**src/rtl/clkdiv_pkg.sv**
```systemverilog
package clkdiv_pkg;
   typedef enum logic {
      SEL_CTRL = 1'b0,
      SEL_DIV  = 1'b1
   } regsel_e;

   localparam int ENABLE_POS = 0;
   localparam int BUSY_POS_A = 3;
   localparam int BUSY_POS_B = 4;
   localparam int PRESCALE_SHIFT = 6;
endpackage

```
**src/rtl/clkdiv_regs.sv**
```systemverilog
module clkdiv_regs
   import clkdiv_pkg::*;
#(
   parameter int FW       = 5,
   parameter int DW       = 8,
   parameter int SYNC_LAT = 3
) (
   input  logic          clk,
   input  logic          rst_n,
   input  logic          reg_wr,
   input  logic          reg_addr,
   input  logic [DW-1:0] reg_wdata,
   output logic [DW-1:0] reg_rdata,
   output logic          en_q,
   output logic          busy,
   output logic [FW-1:0] pend_q,
   output logic [FW-1:0] act_q
);
   localparam int LW = $clog2(SYNC_LAT + 1);

   logic [LW-1:0] lat_q;
   logic          sel_div;
   logic          sel_ctrl;
   logic          accept;

   assign sel_div  = regsel_e'(reg_addr) == SEL_DIV;
   assign sel_ctrl = regsel_e'(reg_addr) == SEL_CTRL;
   assign accept   = reg_wr && sel_div && (reg_wdata[DW-1:FW] == '0);

   always_ff @(posedge clk) begin
      if (!rst_n) begin
         en_q   <= 1'b0;
         pend_q <= '0;
         act_q  <= '0;
         lat_q  <= '0;
      end else begin
         if (reg_wr && sel_ctrl)
            en_q <= reg_wdata[ENABLE_POS];
         if (accept) begin
            pend_q <= reg_wdata[FW-1:0];
            lat_q  <= LW'(SYNC_LAT);
         end else if (lat_q != '0) begin
            lat_q <= lat_q - 1'b1;
            if (lat_q == LW'(1))
               act_q <= pend_q;
         end
      end
   end

   assign busy = lat_q != '0;

   always_comb begin
      reg_rdata = '0;
      if (sel_div) begin
         reg_rdata[FW-1:0] = pend_q;
      end else begin
         reg_rdata[ENABLE_POS] = en_q;
         reg_rdata[BUSY_POS_A] = busy;
         reg_rdata[BUSY_POS_B] = busy;
      end
   end
endmodule

```
**src/rtl/clkdiv_ratio.sv**
```systemverilog
module clkdiv_ratio
   import clkdiv_pkg::*;
#(
   parameter bit WIDE_MODE = 1'b0,
   parameter int FW        = 5,
   parameter int CW        = 6
) (
   input  logic [FW-1:0] field,
   output logic [CW-1:0] ratio_m1
);
   localparam int MAX_RATIO = 1 << FW;

   generate
      if (WIDE_MODE) begin : g_wide
         logic [FW-2:0] low;
         assign low = field[FW-2:0];
         always_comb begin
            if (field[FW-1]) begin
               if (low == '0)
                  ratio_m1 = CW'(MAX_RATIO - 1);
               else
                  ratio_m1 = (CW'(low) << PRESCALE_SHIFT) - 1'b1;
            end else if (field == '0) begin
               ratio_m1 = CW'(MAX_RATIO - 1);
            end else begin
               ratio_m1 = CW'(field) - 1'b1;
            end
         end
      end else begin : g_narrow
         always_comb begin
            if (field == '0)
               ratio_m1 = CW'(MAX_RATIO - 1);
            else
               ratio_m1 = CW'(field) - 1'b1;
         end
      end
   endgenerate
endmodule

```
**src/rtl/clkdiv_counter.sv**
```systemverilog
module clkdiv_counter #(
   parameter int CW = 6
) (
   input  logic          clk,
   input  logic          rst_n,
   input  logic          en,
   input  logic [CW-1:0] ratio_m1,
   output logic [CW-1:0] cnt_q,
   output logic          pulse
);
   always_ff @(posedge clk) begin
      if (!rst_n || !en)
         cnt_q <= '0;
      else if (cnt_q == '0)
         cnt_q <= ratio_m1;
      else
         cnt_q <= cnt_q - 1'b1;
   end

   assign pulse = en && (cnt_q == '0);
endmodule

```
**src/rtl/clkdiv_gated.sv**
```systemverilog
module clkdiv_gated #(
   parameter bit WIDE_MODE = 1'b0,
   parameter int DW        = 8,
   parameter int SYNC_LAT  = 3
) (
   input  logic          clk,
   input  logic          rst_n,
   input  logic          reg_wr,
   input  logic          reg_addr,
   input  logic [DW-1:0] reg_wdata,
   output logic [DW-1:0] reg_rdata,
   output logic          clk_en_out
);
   localparam int FW = WIDE_MODE ? 6 : 5;
   localparam int CW = WIDE_MODE ? 11 : 6;

   generate
      if (SYNC_LAT < 2 || SYNC_LAT > 4) begin : g_bad_lat
         $error("clkdiv_gated: SYNC_LAT must lie in 2..4");
      end
      if (DW <= FW || DW < 5) begin : g_bad_dw
         $error("clkdiv_gated: DW must exceed the field width and hold the busy bits");
      end
   endgenerate

   logic          en_q;
   logic          busy;
   logic [FW-1:0] pend_q;
   logic [FW-1:0] act_q;
   logic [CW-1:0] ratio_m1;
   logic [CW-1:0] cnt_q;

   clkdiv_regs #(.FW(FW), .DW(DW), .SYNC_LAT(SYNC_LAT)) u_regs (
      .clk       (clk),
      .rst_n     (rst_n),
      .reg_wr    (reg_wr),
      .reg_addr  (reg_addr),
      .reg_wdata (reg_wdata),
      .reg_rdata (reg_rdata),
      .en_q      (en_q),
      .busy      (busy),
      .pend_q    (pend_q),
      .act_q     (act_q)
   );

   clkdiv_ratio #(.WIDE_MODE(WIDE_MODE), .FW(FW), .CW(CW)) u_ratio (
      .field    (act_q),
      .ratio_m1 (ratio_m1)
   );

   clkdiv_counter #(.CW(CW)) u_cnt (
      .clk      (clk),
      .rst_n    (rst_n),
      .en       (en_q),
      .ratio_m1 (ratio_m1),
      .cnt_q    (cnt_q),
      .pulse    (clk_en_out)
   );
endmodule

```
**config.mk**
```make
export PLATFORM = sky130hd
export DESIGN_NAME = clkdiv_gated
export DESIGN_NICKNAME = d
export VERILOG_FILES = /design/src/rtl/clkdiv_pkg.sv /design/src/rtl/clkdiv_regs.sv /design/src/rtl/clkdiv_ratio.sv /design/src/rtl/clkdiv_counter.sv /design/src/rtl/clkdiv_gated.sv
export SDC_FILE = /design/constraint.sdc
export NUM_CORES = 1
export LEC_CHECK = 0
export ABC_AREA = 0
export CAP_MARGIN = 20
export CORE_MARGIN = 10
export CORE_UTILIZATION = 49
export CTS_CLUSTER_DIAMETER = 50
export CTS_CLUSTER_SIZE = 25
export DETAILED_ROUTE_END_ITERATION = 8
export GPL_ROUTABILITY_DRIVEN = 0
export PLACE_DENSITY = 0.77
export RECOVER_POWER = 100
export SLEW_MARGIN = 20
export SYNTH_ARGS = -nofsm -noshare
export SYNTH_HDL_FRONTEND = slang
export SYNTH_SLANG_ARGS = --single-unit
```
**constraint.sdc**
```tcl
create_clock -name clk -period 2.2 [get_ports clk]
set_clock_uncertainty 0.2 [all_clocks]
set_input_delay 0.22 -clock clk [delete_from_list [all_inputs] [get_ports clk]]
set_output_delay 0.22 -clock clk [all_outputs]
set_load 0.01 [all_outputs]
```
==> results.ini <==
[grt]
grt-busiest-layer = met2
grtUsageTotal_pct = 10.2
grt_max_degree = 20
grt_pass1_wl_um = 3560
first_global_vias = 831
grtUsageMet3_pct = 3.90
met1_usage_pct = 11.3
met2_usage_pct = 16.7
antenna_found_initial = 0
grt_overflow = 0

[setup_path]
end_kind = output pin
critPathKind = primary input to output pin
crit_path_cell_trace = clkdlybuf4s50_1 -> and2_1 -> clkdlybuf4s50_1
critPathMaxStageDelay_ps = 660
worst_ep_arrival_time_ps = 1610
critPathMaxFanout = 10
crit_slowest_cell = clkdlybuf4s50_1
worstPathRequired_ps = 1780
cp-start-kind = primary input
crit_top_cell = clkdlybuf4s50_1
reg2reg_depth = 5

[detailed_routing]
wirelength_um = 2090
drc = 0
viasPerCell = 5.14
drt_pass1_iterations = 4
wl_per_cell_um = 12.5
drtAntennaViolNets = 0
drtIter0Drc = 33
vias = 858

[timing]
finalSetupViolCount = 0
hold_viol = 0
fmax_mhz = 492
setup-tns-final_ps = 0
slew_viol_final = 0
tightest_slew_ps = 637
fin_crit_ps = 2030
period_share_pct = 92.4
slew_headroom_pct = 57.5
rsz0062_at_grt = no
setup_ws_ps = 167

[flow_run]
cap_viol_max_count = 0

[finish]
drive_gt1_share_pct = 5.71
fin_nets = 158
finalNonFillerCells = 167
num_antenna_cells = 0
area_delta_synth_final_pct = 20.4

[synth]
ys_async_sr_fraction_pct = 0
avgSynthCellArea_sq_um = 8.45
ys_seq_elements = 19
synth_cells = 121
ys.flop_type = dfxtp_1
yosys_warnings = 0
yosysUniqueCellTypes = 33
synth_top_area_share_pct = 37.2
synth-seq-area-share_pct = 37.2
synthesis.area_sq_um = 1020
synth_area_leader_cell = dfxtp_1
yosys-top-cells-area = dfxtp_1 37%, ha_1 6.1%, mux2i_1 4.9%
synth_edf_count = 0

[cts]
hold_buffers = 0
clk_latency_ps = 290
cts_max_path_buffers = 2
cts_tree = done
clk_pin_slew_ps = 100
cts_setup_buffers = 0
clock-sinks = 19
htreeDepth = 1
cts-root-buf = clkbuf_4
cts_buffers = 3

[floorplan]
ios = 21
dieArea_sq_um = 4310
core_area_sq_um = 1980
die_y_um = 65.7
die_width_um = 65.7
std_cell_rows = 16
start_util_pct = 51.6

[power_and_ir_drop]
p_leak_uw = 0.000518
p_per_area_nw_per_um2 = 626
vdd_ir_drop_max_mv = 0.340
power_uw = 771

[run_status]
status = finished clean

[place]
post-place-ws_ps = 95.6
io_buffers = 17
dpl.cell_count = 163
hpwl_um = 1650

[hold_path]
hold_depth = 1
min_path_type = register to register

-- metal layers --
| layer | part of all wire [%] | routed length (um) | up-vias |
|---|---|---|---|
| li1 | - | - | 448 |
| met5 | 0 | 0 | - |
| met1 | 46 | 961 | 389 |
| met3 | 6.6 | 138 | 3 |
| met4 | 1.1 | 22 | 0 |
| met2 | 46 | 962 | 18 |
-- registers in the layout, summed over array words and instances (netlist names) --
name,cells
u_cnt.cnt_q,6
u_regs.act_q,5
u_regs.en_q,1
u_regs.lat_q,2
u_regs.pend_q,5
-- worst paths after layout --
kind / start / to / slack (ps)
max: reg_addr / reg_rdata[1] / 170
min: u_cnt.cnt_q[5]$_SDFF_PP0_ / u_cnt.cnt_q[5]$_SDFF_PP0_ / 280
max reg2reg: u_regs.lat_q[0]$_SDFFE_PN0P_ / u_regs.act_q[2]$_SDFFE_PN0P_ / 320
min reg2reg: u_cnt.cnt_q[5]$_SDFF_PP0_ / u_cnt.cnt_q[5]$_SDFF_PP0_ / 280
-- worst max-delay path: cells and delay by family --
family	cells	cell delay, ps
buffers and inverters	2	1200
and+or+nand+nor	1	190
-- layout make-up --
cell class / instances / area, sq um
flip-flops and latches: 19 / 380
well taps: 27 / 33.8
multi-input cells: 86 / 569
fillers: 184 / 751
clock buffers: 4 / 26.3
inverters: 12 / 45.0
repair buffers: 19 / 176
-- cells in the final DEF, fill, tap and decap left out, drive strengths merged, types with 2 or more instances in the layout --
cell type,instances
o21ai,7
o22ai,2
inv,12
ha,5
nor2b,7
mux2i,5
a211oi,3
nand2,11
nor3,3
xnor2,2
clkdlybuf4s50,13
conb,3
nand3,6
a21boi,2
a21oi,6
xor2,3
dfxtp,19
nor2,6
a211o,2
clkbuf,5
buf,2
dlygate4sd2,2
and2,2
-- stage by stage --
| stage | hold WS [ps] | cell area, sq um | util (%) |
|---|---|---|---|
| final | 279 | 1230 | 62.1 |
| after detailed placement | 266 | 1210 | 61.3 |
| after CTS | 281 | 1240 | 62.5 |
| after global placement | 257 | 1210 | 61.3 |
| after floorplan | 186 | 1030 | - |
| after global routing | 335 | 1230 | 62.1 |
-- what timing repair did --
action                                  4_1_cts  5_1_grt
gates resized for setup                       2        3
endpoints found under the setup margin        2        1
endpoints found under the hold margin         0        0
-- kinds of logic after synthesis --
family	count (synthesis)	share of synthesized area [%]
buffers and inverters	18	7.71
and+or+nand+nor	40	20.8
xor gates and xnor gates	5	4.28
AOI/OAI and AO/OA	27	17.5
muxes	6	6.00
DFF	19	37.2
adders and majority gates	5	6.12
other	1	0.367
-- where the power goes --
part | switching, uW | internal (uW) | total, uW
logic | 106 | 108 | 215
registers | 16.6 | 367 | 383
clock network | 102 | 70.6 | 172
-- cell usage after synthesis, types with 2 or more instances --
cell type,n
nand2_1,11
xor2_1,3
ha_1,5
mux2i_1,5
a21boi_0,2
nor3_1,2
a21oi_1,6
and2_1,2
a211o_1,2
buf_4,3
o21ai_0,7
nor2_1,6
o22ai_1,2
inv_1,12
nor2b_1,7
nand3_1,6
a211oi_1,3
dfxtp_1,19
clkbuf_1,3
xnor2_1,2
Power figures use the tool's default switching activity.
